<file path="config.mk">
export PLATFORM = sky130hd
export DESIGN_NAME = pipe_adc_backend
export DESIGN_NICKNAME = d
export VERILOG_FILES = /design/src/rtl/adc_corr_pkg.sv /design/src/rtl/stage_deskew.sv /design/src/rtl/redund_merge.sv /design/src/rtl/out_format.sv /design/src/rtl/blank_timer.sv /design/src/rtl/pipe_adc_backend.sv
export SDC_FILE = /design/constraint.sdc
export NUM_CORES = 1
export LEC_CHECK = 0
export BUFFER_PORTS_ARGS = -buffer_cell sky130_fd_sc_hd__buf_2
export CELL_PAD_IN_SITES_DETAIL_PLACEMENT = 1
export CELL_PAD_IN_SITES_GLOBAL_PLACEMENT = 2
export CORE_MARGIN = 1.5
export CORE_UTILIZATION = 40
export DETAILED_ROUTE_END_ITERATION = 16
export PLACE_DENSITY = 0.83
export SLEW_MARGIN = 20
export SYNTH_ARGS = -nofsm -noshare
export SYNTH_HDL_FRONTEND = slang
export SYNTH_SLANG_ARGS = --single-unit
</file>
<file path="constraint.sdc">
create_clock -name clk -period 3.7 [get_ports clk]
set_clock_uncertainty 0.05 [all_clocks]
set_input_delay 0.185 -clock clk [delete_from_list [all_inputs] [get_ports clk]]
set_output_delay 0.185 -clock clk [all_outputs]
set_load 0.005 [all_outputs]
</file>
<file path="src/rtl/adc_corr_pkg.sv">
// Shared constants for the pipelined ADC correction back end.
// Assumes every stage reports a two-bit code.
package adc_corr_pkg;
    localparam int CODE_W = 2;

    typedef logic [CODE_W-1:0] stg_code_t;

    // Width of the raw weighted sum for a given stage count.
    function automatic int raw_sum_w(input int nstg);
        return nstg + 2;
    endfunction
endpackage

</file>
<file path="src/rtl/stage_deskew.sv">
// Stage deskew: captures each stage lane on the edge at which its code is
// valid, then delays it on rising edges so that all lanes for one sample
// are presented together. Assumes NSTG is odd, so the last lane is a
// rising-edge lane. Even lane indices (stages 1,3,..) capture on the rising
// edge and odd lane indices capture on the falling edge.
module stage_deskew
    import adc_corr_pkg::*;
#(
    parameter int NSTG = 9
) (
    input  logic                     clk,
    input  logic                     rst_n,
    input  logic [NSTG*CODE_W-1:0]   stage_in,
    output logic [NSTG*CODE_W-1:0]   aligned
);
    localparam int LAST = NSTG - 1;

    for (genvar i = 0; i < NSTG; i++) begin : g_lane
        localparam int DLY = (i % 2 == 0) ? (NSTG - 1 - i) / 2 : (NSTG - i) / 2;
        stg_code_t cap_q;

        if (i % 2 == 0) begin : g_rise
            // Capture a rising-edge lane.
            always_ff @(posedge clk) begin
                if (!rst_n) cap_q <= '0;
                else        cap_q <= stage_in[i*CODE_W +: CODE_W];
            end
        end else begin : g_fall
            // Capture a falling-edge lane.
            always_ff @(negedge clk) begin
                if (!rst_n) cap_q <= '0;
                else        cap_q <= stage_in[i*CODE_W +: CODE_W];
            end
        end

        if (DLY == 0) begin : g_direct
            assign aligned[i*CODE_W +: CODE_W] = cap_q;
        end else begin : g_delay
            stg_code_t dl_q [DLY];
            // Shift the lane along its rising-edge delay line.
            always_ff @(posedge clk) begin
                if (!rst_n) begin
                    for (int j = 0; j < DLY; j++) dl_q[j] <= '0;
                end else begin
                    dl_q[0] <= cap_q;
                    for (int j = 1; j < DLY; j++) dl_q[j] <= dl_q[j-1];
                end
            end
            assign aligned[i*CODE_W +: CODE_W] = dl_q[DLY-1];
        end
    end


    last_lane_chk: assert property (@(posedge clk) disable iff (!rst_n)
        $past(rst_n) |-> aligned[LAST*CODE_W +: CODE_W] == $past(stage_in[LAST*CODE_W +: CODE_W]));
endmodule

</file>
<file path="src/rtl/redund_merge.sv">
// Redundancy merge: weights the aligned lanes by powers of two, overlapping
// neighbouring stages by one bit, adds them and saturates at full scale.
// Assumes lane i carries weight 2^(NSTG-1-i). The result is registered.
module redund_merge
    import adc_corr_pkg::*;
#(
    parameter int NSTG = 9,
    localparam int RES_W = NSTG + 1
) (
    input  logic                     clk,
    input  logic                     rst_n,
    input  logic [NSTG*CODE_W-1:0]   aligned,
    output logic [RES_W-1:0]         corr_q
);
    localparam int SUMW = raw_sum_w(NSTG);
    localparam logic [SUMW-1:0] FULL = SUMW'((1 << RES_W) - 1);

    logic [SUMW-1:0] raw;

    // Form the weighted sum of all lanes.
    always_comb begin
        raw = '0;
        for (int i = 0; i < NSTG; i++) begin
            raw = raw + (SUMW'(aligned[i*CODE_W +: CODE_W]) << (NSTG - 1 - i));
        end
    end

    // Register the saturated result.
    always_ff @(posedge clk) begin
        if (!rst_n)          corr_q <= '0;
        else if (raw > FULL) corr_q <= '1;
        else                 corr_q <= raw[RES_W-1:0];
    end


    corr_pass_chk: assert property (@(posedge clk) disable iff (!rst_n)
        ($past(rst_n) && $past(raw) <= FULL) |-> corr_q == $past(raw[RES_W-1:0]));


    clamp_sat_chk: assert property (@(posedge clk) disable iff (!rst_n)
        ($past(rst_n) && $past(raw) > FULL) |-> corr_q == FULL[RES_W-1:0]);
endmodule

</file>
<file path="src/rtl/out_format.sv">
// Output stage: two result registers, with the format choice applied on the
// second one, followed by a release gate that zeroes the bus while it is
// not driven. Assumes the format input is synchronous to the clock.
module out_format #(
    parameter int RES_W = 10
) (
    input  logic             clk,
    input  logic             rst_n,
    input  logic [RES_W-1:0] corr,
    input  logic             fmt_sel,
    input  logic             oe_n,
    output logic [RES_W-1:0] dout,
    output logic             dout_oe
);
    localparam int MSB = RES_W - 1;

    logic [RES_W-1:0] buf1_q;
    logic [RES_W-1:0] buf2_q;

    // First buffer: hold the merged result.
    always_ff @(posedge clk) begin
        if (!rst_n) buf1_q <= '0;
        else        buf1_q <= corr;
    end

    // Second buffer: apply the number format.
    always_ff @(posedge clk) begin
        if (!rst_n) buf2_q <= '0;
        else        buf2_q <= {buf1_q[MSB] ^ fmt_sel, buf1_q[MSB-1:0]};
    end

    // Gate the bus while it is released.
    always_comb begin
        dout_oe = ~oe_n;
        dout    = oe_n ? '0 : buf2_q;
    end


    fmt_msb_chk: assert property (@(posedge clk) disable iff (!rst_n)
        $past(rst_n) |-> buf2_q[MSB] == ($past(buf1_q[MSB]) ^ $past(fmt_sel)));


    buf_pass_chk: assert property (@(posedge clk) disable iff (!rst_n)
        $past(rst_n) |-> buf2_q[MSB-1:0] == $past(buf1_q[MSB-1:0]));
endmodule

</file>
<file path="src/rtl/blank_timer.sv">
// Power-up blanking: counts rising edges after reset and raises the valid
// flag once BLANK_CYC edges have passed. Assumes BLANK_CYC is at least one.
module blank_timer #(
    parameter int BLANK_CYC = 20
) (
    input  logic clk,
    input  logic rst_n,
    output logic valid
);
    localparam int CNTW = $clog2(BLANK_CYC + 1);
    localparam logic [CNTW-1:0] CNT_END = CNTW'(BLANK_CYC);

    logic [CNTW-1:0] cnt_q;

    // Count up to the end value and stop there.
    always_ff @(posedge clk) begin
        if (!rst_n)               cnt_q <= '0;
        else if (cnt_q != CNT_END) cnt_q <= cnt_q + 1'b1;
    end

    assign valid = (cnt_q == CNT_END);


    valid_sticky_chk: assert property (@(posedge clk) disable iff (!rst_n)
        valid |=> valid);
endmodule

</file>
<file path="src/rtl/pipe_adc_backend.sv">
// Top of the pipelined ADC digital back end. Chain: lane deskew, redundancy
// merge, double output buffer with format select and bus release, plus the
// power-up blanking timer. The latency is seven rising edges from the
// stage-1 capture to the output.
module pipe_adc_backend
    import adc_corr_pkg::*;
#(
    parameter int NSTG      = 9,
    parameter int BLANK_CYC = 20,
    localparam int RES_W    = NSTG + 1,
    localparam int IN_W     = NSTG * CODE_W
) (
    input  logic             clk,
    input  logic             rst_n,
    input  logic [IN_W-1:0]  stage_codes,
    input  logic             fmt_sel,
    input  logic             oe_n,
    output logic [RES_W-1:0] dout,
    output logic             dout_oe,
    output logic             dout_valid
);
    logic [IN_W-1:0]  aligned;
    logic [RES_W-1:0] corr;

    stage_deskew #(.NSTG(NSTG)) u_deskew (
        .clk      (clk),
        .rst_n    (rst_n),
        .stage_in (stage_codes),
        .aligned  (aligned)
    );

    redund_merge #(.NSTG(NSTG)) u_merge (
        .clk     (clk),
        .rst_n   (rst_n),
        .aligned (aligned),
        .corr_q  (corr)
    );

    out_format #(.RES_W(RES_W)) u_out (
        .clk     (clk),
        .rst_n   (rst_n),
        .corr    (corr),
        .fmt_sel (fmt_sel),
        .oe_n    (oe_n),
        .dout    (dout),
        .dout_oe (dout_oe)
    );

    blank_timer #(.BLANK_CYC(BLANK_CYC)) u_blank (
        .clk   (clk),
        .rst_n (rst_n),
        .valid (dout_valid)
    );
endmodule

</file>
After elaboration in Yosys (flattened, before gate mapping)
Memories as Yosys holds them, arrays and structs flattened.
Index checks and enable logic that the tools add are counted.

operators by class
  add/subtract/negate cells = 9
  magnitude comparators = 1
  eq/ne operators = 2
  mux-type cells = 26
  bitwise operators = 20
  reduce and logical (&&, ||, !) cells = 2

operator list
  cell                                                   number
  two-way mux 2 bit                                      20
  two-way mux 10 bit                                     2
  bitwise OR 1 bit                                       18
  adder 10 x 9 -> 11 bit                                 1
  adder 11 x 2 -> 11 bit                                 1
  adder 11 x 3 -> 11 bit                                 1
  adder 11 x 4 -> 11 bit                                 1
  adder 11 x 5 -> 11 bit                                 1
  adder 11 x 6 -> 11 bit                                 1
  adder 11 x 7 -> 11 bit                                 1
  adder 11 x 8 -> 11 bit                                 1
  > comparator 11 x 10 -> 1 bit (second input constant)  1
  adder 5 x 1 -> 5 bit (second input constant)           1
  equality test 5 bit (second input constant)            1
  != test 5 bit (second input constant)                  1
  two-way mux 1 bit                                      4
  OR reduction 2 bit                                     2
  NOT 1 bit                                              1
  bitwise XOR 1 bit                                      1

word-level totals
  register bits = 53
  bits in writable memories = 40
  input bits = 22
  output and inout port bits = 12
  word-level logic and storage cells = 81
  memories kept = 8

memory list
  memory                           words  width  read ports  clocked after Yosys merged registers in  wr ports  RTL line            source
  u_deskew.g_lane[0].g_delay.dl_q  4      2      4           0                                        4         stage_deskew.sv:39  stg_code_t dl_q [DLY];
  u_deskew.g_lane[1].g_delay.dl_q  4      2      4           0                                        4         stage_deskew.sv:39
  u_deskew.g_lane[2].g_delay.dl_q  3      2      3           0                                        3         stage_deskew.sv:39
  u_deskew.g_lane[3].g_delay.dl_q  3      2      3           0                                        3         stage_deskew.sv:39
  u_deskew.g_lane[4].g_delay.dl_q  2      2      2           0                                        2         stage_deskew.sv:39
  u_deskew.g_lane[5].g_delay.dl_q  2      2      2           0                                        2         stage_deskew.sv:39
  +2 memories                      -      -      -           -                                        -         -

Logic depth before layout (Yosys ltp)
Gate-level depths: netlist of the first run.

  word-level depth = 10
  gate-level depth with buffers = 7
  mapped depth without buffers = 7

Hierarchy
Synthesis of the first run repeated with hierarchy kept, for this count alone.

second synthesis, totals
  cells, all modules = 279
  area total of the unflattened synthesis = 3215.6 µm²

by module, submodules not included
  module        times used  cells an instance  area an instance (µm²)  seq. area each (µm²)
  stage_deskew  1           131                1662.8                  1161.1
  redund_merge  1           66                 654.4                   200.2
  out_format    1           55                 624.3                   400.4
  blank_timer   1           27                 274.0                   100.1

==> impl_metrics.toml, run 1 <==
[finish]
n_antenna_cell = 0
final_util_pct = 49.4
final_cell_mix = "93 x dfxtp_1, 80 x and2_1, 33 x buf_2"
fin_cells = 425
stdcell_area_um2 = 3600
layout_commonest_cell = "dfxtp_1"
area_delta_synth_final_pct = 19.0
layout-drive-gt1-share_pct = 17.8
fin_nets = 354

[place]
placed_area_um2 = 3290
post-place-ws_ns = 1.12
place_congestion = 0.740
place_inst = 393
port_buffers = 33
place_hpwl_um = 2960

[critical_path]
cp.buffers_inverters = 0
required_ns = 3.89
cp_max_fo = 1
cp.arrival_ns = 2.68
cp_slowest_cell = "dfxtp_1"
cp-startpoint = "u_deskew.g_lane[1].cap_q[0]$_SDFF_NN0_"
crit_end = "u_deskew.g_lane[1].g_delay.dl_q[0][0]$_SDFF_PN0_"
cp.depth = 1
endpoint_kind = "flip-flop"
crit_family = "flip-flops"
r2r_slack_ns = 1.22
reg2reg_to = "u_deskew.g_lane[1].g_delay.dl_q[0][0]$_SDFF_PN0_"
crit_type = "flip-flop to flip-flop"
startpoint_type = "flip-flop"
worstReg2RegStart = "u_deskew.g_lane[1].cap_q[0]$_SDFF_NN0_"
cp_slowest_stage_delay_ns = 0.30
cp_cell_sequence = "and2_1"
worst-r2r-cell-count = 1

[yosys]
synthMuxAreaShare_pct = 0.331
synth-seq-cells = 93
syn_nets = 303
yosys.area.top_type = "dfxtp_1"
syn-mean-instance-area_um2 = 11.2
yosys-top-cells-area = "dfxtp_1 62%, and2_1 17%, ha_1 4.1%"
synth_top_family_by_area = "simple AND/OR/NAND/NOR gates"
seq_area_frac_synth_pct = 61.5
synth_compound_area_share_pct = 6.82
synthCells = 270
synth_xor_area_share_pct = 2.60
yosys.area.top_type_share_pct = 61.5
synth_cell_types = 27
synth_fa_ha_area_share_pct = 4.80
syn_area_um2 = 3030
yosysWarnings = 0
synth-simple-area-share_pct = 21.8

[drt]
dr.pass1.iters = 4
drt_iter0_drc = 56
route.detailed.drc = 0
wl_um = 4480
wl_per_cell_um = 10.5
viasPerCell = 4.35
antenna_left = 0
num_vias = 1850

[pwr]
p_sw_mw = 0.405
p_comb_share_pct = 4.2
p_int_mw = 1.40
swShare_pct = 22.4
irDropWorstVdd_mv = 0.188
leakagePower_nw = 1.71
power_frac_clock_pct = 38.0
power_density_nw_per_um2 = 502
seqPwrFrac_pct = 57.7

[cts]
cts_made_buffers = 9
root_buffer = "clkbuf_8"
insertion_delay_ns = 0.39
cts_setup_buffers = 0
clkTransAtPathRegs_ns = 0.09
cts_tree = "built"
cts_max_level = 3
cts_num_sinks = 93
cts_buffer_depth = 2

[die]
die_area_um2 = 8100
io_pins = 34
die-height_um = 90.0
design.core.area_um2 = 7290
rows = 31
die_x_um = 90.0
initial_utilization_pct = 41.5

[global_routing]
grt_overflow = 0
grt_pass1_wl_um = 7850
antenna_found_initial = 0
grt_use_total_pct = 12.2
grt_max_degree = 57
grt_pass1_vias = 1821

[timing]
tightest_slew_ns = 0.655
setup_viol = 0
rsz0062_at_grt = "no"
maxSlewViolCount = 0
timing.final.ws_setup_ns = 1.22
hold_violations = 0
setup_tns_ns = 0
timing.slew.headroom_pct = 56.3

[run_status]
status = "finished clean"

[flow_run]
maxCapViolCount = 0

[min_path]
hold_start = "stage_codes[16]"
hold_path.class = "input port to flip-flop"
[power by group through the flow]
| stage | registers, mW | logic [mW] | clock network (mW) |
|---|---|---|---|
| floorplan | 1.06 | 0.0485 | 0.0150 |
| global placement | 1.07 | 0.0675 | 0.0150 |
| detailed placement | 1.07 | 0.0704 | 0.0150 |
| CTS | 1.04 | 0.0785 | 0.716 |
| global route | 1.05 | 0.0889 | 0.763 |
| finish | 1.04 | 0.0766 | 0.687 |
[layout make-up]
type	instances	area, um^2
Fill cell	835	3690
Sequential cell	93	1860
Multi-Input combinational cell	160	1100
Timing Repair Buffer	44	270
Clock buffer	9	124
Tap cell	99	124
Clock inverter	15	101
Inverter	5	18.8
[metrics by stage]
step | hold slack, ns | power, mW
5_1_grt | 0.0225 | 1.90
3_5_place_dp | 0.345 | 1.15
2_1_floorplan | 0.262 | 1.13
3_3_place_gp | 0.340 | 1.15
4_1_cts | 0.00417 | 1.84
6_report | 0.0161 | 1.81
[synthesized netlist by cell type]
| cell type | n |
|---|---|
| a211oi_1 | 1 |
| a211oi_2 | 1 |
| a21boi_0 | 1 |
| a21o_1 | 7 |
| a21o_2 | 5 |
| a21oi_1 | 6 |
| a221o_1 | 1 |
| a31oi_1 | 1 |
| a41oi_1 | 1 |
| and2_1 | 80 |
| and3_1 | 2 |
| clkbuf_1 | 11 |
| dfxtp_1 | 93 |
| fa_1 | 1 |
| ha_1 | 10 |
| inv_1 | 6 |
| mux2i_1 | 1 |
| nand2_1 | 5 |
| nand3_1 | 4 |
| nand4b_1 | 1 |
| nor2_1 | 5 |
| nor2b_1 | 12 |
| o21ai_0 | 4 |
| o21bai_1 | 1 |
| or2_2 | 1 |
| xnor2_1 | 6 |
| xor2_1 | 3 |
[sequential cells by signal, summed over array words and instances, names as in the netlist]
register / flops
u_deskew.g_lane.cap_q: 18
u_blank.cnt_q: 5
u_deskew.g_lane.g_delay.dl_q: 40
u_out.buf2_q: 10
u_out.buf1_q: 10
u_merge.corr_q: 10
[how the worst min path moves through the flow]
stage,end,cells past startpoint,slack [ns]
finish,u_deskew.g_lane[8].cap_q[0]$_SDFF_PN0_,2,0.02
global route,u_deskew.g_lane[8].cap_q[0]$_SDFF_PN0_,2,0.02
CTS,u_deskew.g_lane[8].cap_q[0]$_SDFF_PN0_,2,0.004
detailed placement,u_deskew.g_lane[2].cap_q[0]$_SDFF_PN0_,2,0.35
global placement,u_deskew.g_lane[2].cap_q[0]$_SDFF_PN0_,2,0.34
floorplan,u_deskew.g_lane[0].cap_q[0]$_SDFF_PN0_,1,0.26
[kinds of logic after synthesis]
logic type	count (synthesis)
and+or+nand+nor	110
adders and majority gates	11
muxes	1
buffers and inverters	17
xor gates and xnor gates	9
AOI/OAI and AO/OA	29
DFF	93
[repair_timing]
item,in CTS,in global routing
hold buffers,9,0
endpoints found under the hold margin,9,0
resized for setup,0,0
[metal layers]
metal,part of all wire [%],up-vias,track usage (%)
li1,-,962,-
met1,44,847,13.5
met2,50,35,21.4
met3,3.9,6,3.21
met4,1.7,0,6.75
met5,0,-,0
No activity file was read; power rests on OpenSTA's default activity.
==> run 2: changes to the inputs <==
--- a/config.mk
+++ b/config.mk
@@ -9,9 +9,9 @@
 export CELL_PAD_IN_SITES_DETAIL_PLACEMENT = 1
 export CELL_PAD_IN_SITES_GLOBAL_PLACEMENT = 2
 export CORE_MARGIN = 1.5
-export CORE_UTILIZATION = 40
+export CORE_UTILIZATION = 34
 export DETAILED_ROUTE_END_ITERATION = 16
-export PLACE_DENSITY = 0.83
+export PLACE_DENSITY = 0.75
 export SLEW_MARGIN = 20
 export SYNTH_ARGS = -nofsm -noshare
 export SYNTH_HDL_FRONTEND = slang
==> constraint.sdc (replaced) <==
create_clock -name clk -period 2.2 [get_ports clk]
set_clock_uncertainty 0.05 [all_clocks]
set_input_delay 0.11 -clock clk [delete_from_list [all_inputs] [get_ports clk]]
set_output_delay 0.11 -clock clk [all_outputs]
set_load 0.005 [all_outputs]
==> run 2 against run 1 <==
Compared with the run above: via count down 2.5%; register-to-register slack worse by 1.0 ns; routed wire length down 6.5%; power up 78%; combinational power up 66%; sequential power up 68%; final cell count up 2.4%; sequential share of layout area down 0.97 points; critical path type unchanged; critical endpoint is now u_merge.corr_q[9]$_SDFF_PN0_; largest cell class unchanged; highest routed layer unchanged.
==> impl_metrics.toml, run 2 (same netlist as run 1, synthesis figures left out) <==
[run_status]
status = "finished clean"

[die]
io_pins = 34
initial_utilization_pct = 34.9
rows = 34
die-height_um = 97.4
design.core.area_um2 = 8680
die_x_um = 97.4
die_area_um2 = 9480

[cts]
root_buffer = "clkbuf_8"
insertion_delay_ns = 0.38
cts_tree = "built"
cts_setup_buffers = 0
clkTransAtPathRegs_ns = 0.08
cts_buffer_depth = 2
cts_num_sinks = 93
cts_made_buffers = 9
cts_max_level = 3

[timing]
finalCriticalPeriod_ns = 2.02
hold_violations = 0
rsz0062_at_grt = "no"
timing.slew.headroom_pct = 62.1
finalCritPeriodShare_pct = 92.0
fmax_ghz = 0.494
setup_tns_ns = 0
tightest_slew_ns = 0.569
setup_viol = 0
timing.final.ws_setup_ns = 0.176
maxSlewViolCount = 0

[finish]
regMostFlops = "u_deskew.g_lane.g_delay.dl_q"
area_delta_synth_final_pct = 21.2
final_util_pct = 42.3
layout_commonest_cell = "dfxtp_1"
largest_reg_flops = 40
layout-drive-gt1-share_pct = 17.7
largestRegisters = "u_deskew.g_lane.g_delay.dl_q: 40 flops, u_deskew.g_lane.cap_q: 18 flops"
n_antenna_cell = 0
final-seq-area_um2 = 1860
final_cell_mix = "93 x dfxtp_1, 80 x and2_1, 33 x buf_2"
fill_cells = 964
fin_nets = 355
multiInputGateArea_um2 = 1100

[critical_path]
cp_slowest_cell = "fa_2"
startpoint_type = "flip-flop"
cp.arrival_ns = 2.18
endpoint_kind = "flip-flop"
cp_max_fo = 3
crit_type = "flip-flop to flip-flop"
required_ns = 2.35
worst-r2r-cell-count = 7
cp_slowest_stage_delay_ns = 0.38
cp_cell_sequence = "ha_1 -> fa_2 -> a211oi_2 -> nor2_1 -> a221o_1 -> o21ai_0 -> a41oi_1"

[min_path]
hold_path.class = "input port to flip-flop"
whs_path_depth = 3

[drt]
wl_met3_um = 207
wl_per_cell_um = 9.63
num_vias = 1804
drt_iter0_drc = 40
wl_um = 4190
routed.top_layer = "met4"
dr.pass1.iters = 4
wl_met2_um = 1930
antenna_left = 0
met1_length_um = 2000
route.detailed.drc = 0
viasPerCell = 4.15

[global_routing]
grt_overflow = 0
grt_use_total_pct = 9.47
grt_pass1_wl_um = 7250
antenna_found_initial = 0
grt_max_degree = 82
grt_pass1_vias = 1750

[place]
place_congestion = 0.720
port_buffers = 33
place_hpwl_um = 2740
post-place-ws_ns = 0.146

[pwr]
irDropWorstVdd_mv = 0.412
power_mw = 3.22
power_density_nw_per_um2 = 878
leakagePower_nw = 1.74

[flow_run]
maxCapViolCount = 0
run 2: critical path: cells and delay by family (launching register included):
family                     cells  cell delay (ns)
AOI/OAI and AO/OA              4             0.83
DFF                            1             0.32
and+or+nand+nor                1             0.10
adders and majority gates      2             0.60
run 2: path summary, 6_finish.rpt:
| path | from | to | slack, ns |
|---|---|---|---|
| max reg2reg | u_deskew.g_lane[7].g_delay.dl_q[0][0]$_SDFF_PN0_ | u_merge.corr_q[9]$_SDFF_PN0_ | 0.18 |
| min reg2reg | u_out.buf1_q[8]$_SDFF_PN0_ | u_out.buf2_q[8]$_SDFF_PN0_ | 0.38 |
| min | fmt_sel | u_out.buf2_q[9]$_SDFF_PN0_ | 0.06 |
| max | u_deskew.g_lane[7].g_delay.dl_q[0][0]$_SDFF_PN0_ | u_merge.corr_q[9]$_SDFF_PN0_ | 0.18 |
run 2: cell type report:
| class | instances | share of cell area (%) |
|---|---|---|
| well taps | 108 | 3.68 |
| flip-flops and latches | 93 | 50.7 |
| clock inverters | 12 | 2.83 |
| inverters | 5 | 0.511 |
| clock buffers | 12 | 4.53 |
| multi-input cells | 160 | 30.1 |
| repair buffers | 45 | 7.64 |
run 2: metal layers:
metal  global-route usage [%]  vias up
li1                         -      957
met1                     10.8      807
met4                     3.63        0
met3                     3.67        4
met2                     16.0       36
met5                        0        -
run 2: report_power, final:
part	internal [mW]	switching (mW)	leakage [nW]	total, mW
Clock	0.762	0.578	0.165	1.34
Sequential	1.74	0.0157	0.761	1.75
Combinational	0.0719	0.0549	0.811	0.127
run 2: per-stage QoR:
| step | std cells | hold slack, ns | area [um^2] |
|---|---|---|---|
| 2_1_floorplan | 270 | 0.187 | 3030 |
| 3_3_place_gp | 402 | 0.266 | 3300 |
| 3_5_place_dp | 402 | 0.270 | 3300 |
| 4_1_cts | 435 | 0.0421 | 3670 |
| 5_1_grt | 435 | 0.0658 | 3670 |
| 6_report | 435 | 0.0593 | 3670 |
run 2: timing repair:
action | CTS | global route
endpoints found under the setup margin | 0 | 1
resized for setup | 0 | 1
endpoints found under the hold margin | 10 | 0
hold buffers | 10 | 0
==> run 3: changes to the inputs <==
--- a/config.mk
+++ b/config.mk
@@ -5,13 +5,14 @@
 export SDC_FILE = /design/constraint.sdc
 export NUM_CORES = 1
 export LEC_CHECK = 0
+export ABC_AREA = 1
 export BUFFER_PORTS_ARGS = -buffer_cell sky130_fd_sc_hd__buf_2
 export CELL_PAD_IN_SITES_DETAIL_PLACEMENT = 1
 export CELL_PAD_IN_SITES_GLOBAL_PLACEMENT = 2
 export CORE_MARGIN = 1.5
-export CORE_UTILIZATION = 34
+export CORE_UTILIZATION = 30
 export DETAILED_ROUTE_END_ITERATION = 16
-export PLACE_DENSITY = 0.75
+export PLACE_DENSITY = 0.74
 export SLEW_MARGIN = 20
 export SYNTH_ARGS = -nofsm -noshare
 export SYNTH_HDL_FRONTEND = slang
==> run 3 against run 2 <==
Compared with the run above: power is 8.0% lower; largest power group unchanged; global-route usage up 1.3 points; synthesized area is 8.2% higher; critical path type unchanged.
==> impl_metrics.toml, run 3 <==
[run_status]
status = "finished clean"

[global_routing]
antenna_found_initial = 0
busiest_layer = "met2"
grt_overflow = 0
globalRouteMet2Util_pct = 19.4
grt_max_degree = 42
grt_pass1_vias = 2374
use_met1_pct = 11.8
grt_pass1_wl_um = 9940
met3_usage_pct = 3.27
grt_use_total_pct = 10.8

[finish]
final_cell_mix = "119 x inv_1, 116 x nand2_1, 93 x dfxtp_1"
regMostFlops = "u_deskew.g_lane.g_delay.dl_q"
largest_reg_flops = 40
area_delta_synth_final_pct = 18.9
fin_nets = 497
layout-drive-gt1-share_pct = 12.6
largestRegisters = "u_deskew.g_lane.g_delay.dl_q: 40 flops, u_deskew.g_lane.cap_q: 18 flops"
layout_commonest_cell = "inv_1"
n_antenna_cell = 0

[drt]
wl_um = 5320
num_vias = 2356
drt_iter0_drc = 64
viasPerCell = 3.89
antenna_left = 0
dr.pass1.iters = 4
route.detailed.drc = 0
wl_per_cell_um = 8.79

[cts]
cts_max_level = 3
cts_num_sinks = 93
cts_setup_buffers = 0
cts_tree = "built"
insertion_delay_ns = 0.38
root_buffer = "clkbuf_8"
cts_hold_buf = 11
clkTransAtPathRegs_ns = 0.09
cts_resized = 0
cts_buffer_depth = 2
cts_made_buffers = 9

[die]
die_area_um2 = 11600
die-height_um = 107
initial_utilization_pct = 31.3
design.core.area_um2 = 10500
die_x_um = 107
rows = 37
io_pins = 34

[yosys]
yosysWarnings = 0
syn-mean-instance-area_um2 = 7.99
syn_area_um2 = 3270
synth_commonest_cells = "116 x nand2_1, 112 x inv_1, 93 x dfxtp_1"
synth.most_common_cell = "nand2_1"
synthCells = 410
yosys-top-cells-area = "dfxtp_1 57%, nand2_1 13%, inv_1 13%"
yosys.area.top_type_share_pct = 56.9
seq_area_frac_synth_pct = 56.9
synth-seq-cells = 93
synth_edf_count = 0
yosys.area.top_type = "dfxtp_1"
ys_async_sr_fraction_pct = 0
syn_nets = 443
synthFlopType = "dfxtp_1"
synth_cell_types = 24

[timing]
finalCriticalPeriod_ns = 1.68
fmax_ghz = 0.596
hold_violations = 0
timing.slew.headroom_pct = 74.2
maxSlewViolCount = 0
hold-worst-slack_ns = 0.0939
setup_tns_ns = 0
tightest_slew_ns = 0.386
setup_viol = 0
finalCritPeriodShare_pct = 76.2
rsz0062_at_grt = "no"

[pwr]
seqPwrFrac_pct = 59.3
p_int_mw = 2.27
irDropWorstVdd_mv = 0.278
p_sw_mw = 0.696
leakagePower_nw = 2.38
power_density_nw_per_um2 = 761
power_frac_clock_pct = 35.9
power_mw = 2.96
swShare_pct = 23.5
p_comb_share_pct = 4.8

[critical_path]
cp.arrival_ns = 1.90
crit_type = "flip-flop to flip-flop"
worst-r2r-cell-count = 9
endpoint_kind = "flip-flop"
cp_max_fo = 3
required_ns = 2.42
startpoint_type = "flip-flop"

[place]
place_hpwl_um = 3890
port_buffers = 33
place_congestion = 0.749

[min_path]
whs_path_depth = 3
hold_path.class = "input port to flip-flop"

[flow_run]
maxCapViolCount = 0
run 3: path summary, 6_finish.rpt:
check                                                                      start                                                to  slack [ns]
worst max register to register  u_deskew.g_lane[7].g_delay.dl_q[0][0]$_SDFF_PN0_                      u_merge.corr_q[9]$_SDFF_PN0_        0.52
worst min register to register                        u_out.buf1_q[4]$_SDFF_PN0_                        u_out.buf2_q[4]$_SDFF_PN0_        0.37
worst min-delay path                                                       rst_n  u_deskew.g_lane[3].g_delay.dl_q[0][1]$_SDFF_PN0_        0.09
worst max-delay path            u_deskew.g_lane[7].g_delay.dl_q[0][0]$_SDFF_PN0_                      u_merge.corr_q[9]$_SDFF_PN0_        0.52
run 3: through the flow:
| stage | util, % | worst slack (ns) | instances | area, um^2 |
|---|---|---|---|---|
| global route | 37.2 | 0.399 | 605 | 3890 |
| CTS | 37.2 | 0.502 | 605 | 3890 |
| finish | 37.2 | 0.523 | 605 | 3890 |
| detailed placement | 34.2 | 0.411 | 571 | 3580 |
| global placement | 34.2 | 0.422 | 571 | 3580 |
| floorplan | - | 0.453 | 410 | 3270 |
run 3: area by class of cell:
| class | count | area, um^2 |
|---|---|---|
| Clock buffer | 10 | 138 |
| Clock inverter | 14 | 72.6 |
| Fill cell | 1320 | 6570 |
| Inverter | 115 | 433 |
| Multi-Input combinational cell | 191 | 928 |
| Sequential cell | 93 | 1860 |
| Tap cell | 136 | 170 |
| Timing Repair Buffer | 46 | 290 |
run 3: cell families (layout without fill, tap and decap cells):
family          after synthesis  in the layout  share of synthesized area (%)
flops                        93             93                           56.9
buf+inv                     126            185                           14.8
fa+ha+maj                    11             11                           4.43
xor+xnor                      6              6                           1.61
simple gates                156            156                           19.1
compound gates               18             18                           3.17
run 3: per-layer routing:
metal,routed length [um],vias to the layer above
li1,-,1265
met1,2420,1050
met2,2650,37
met3,185,4
met4,65,0
met5,0,-
run 3: critical path: stages, from the launching register on:
cell	delay, ns
dfxtp_1	0.31
ha_1	0.23
fa_1	0.44
nand3_1	0.10
nand3_1	0.11
nand2_1	0.10
nand2_1	0.05
nand2_1	0.06
nand2_1	0.05
a21oi_1	0.10
run 3: power by group through the flow:
stage          logic [mW]  clock network, mW  registers [mW]
5_1_grt             0.170               1.21            1.76
4_1_cts             0.148               1.13            1.76
6_report            0.143               1.06            1.76
3_3_place_gp        0.128             0.0252            1.79
2_1_floorplan      0.0890             0.0252            1.79
3_5_place_dp        0.132             0.0252            1.80
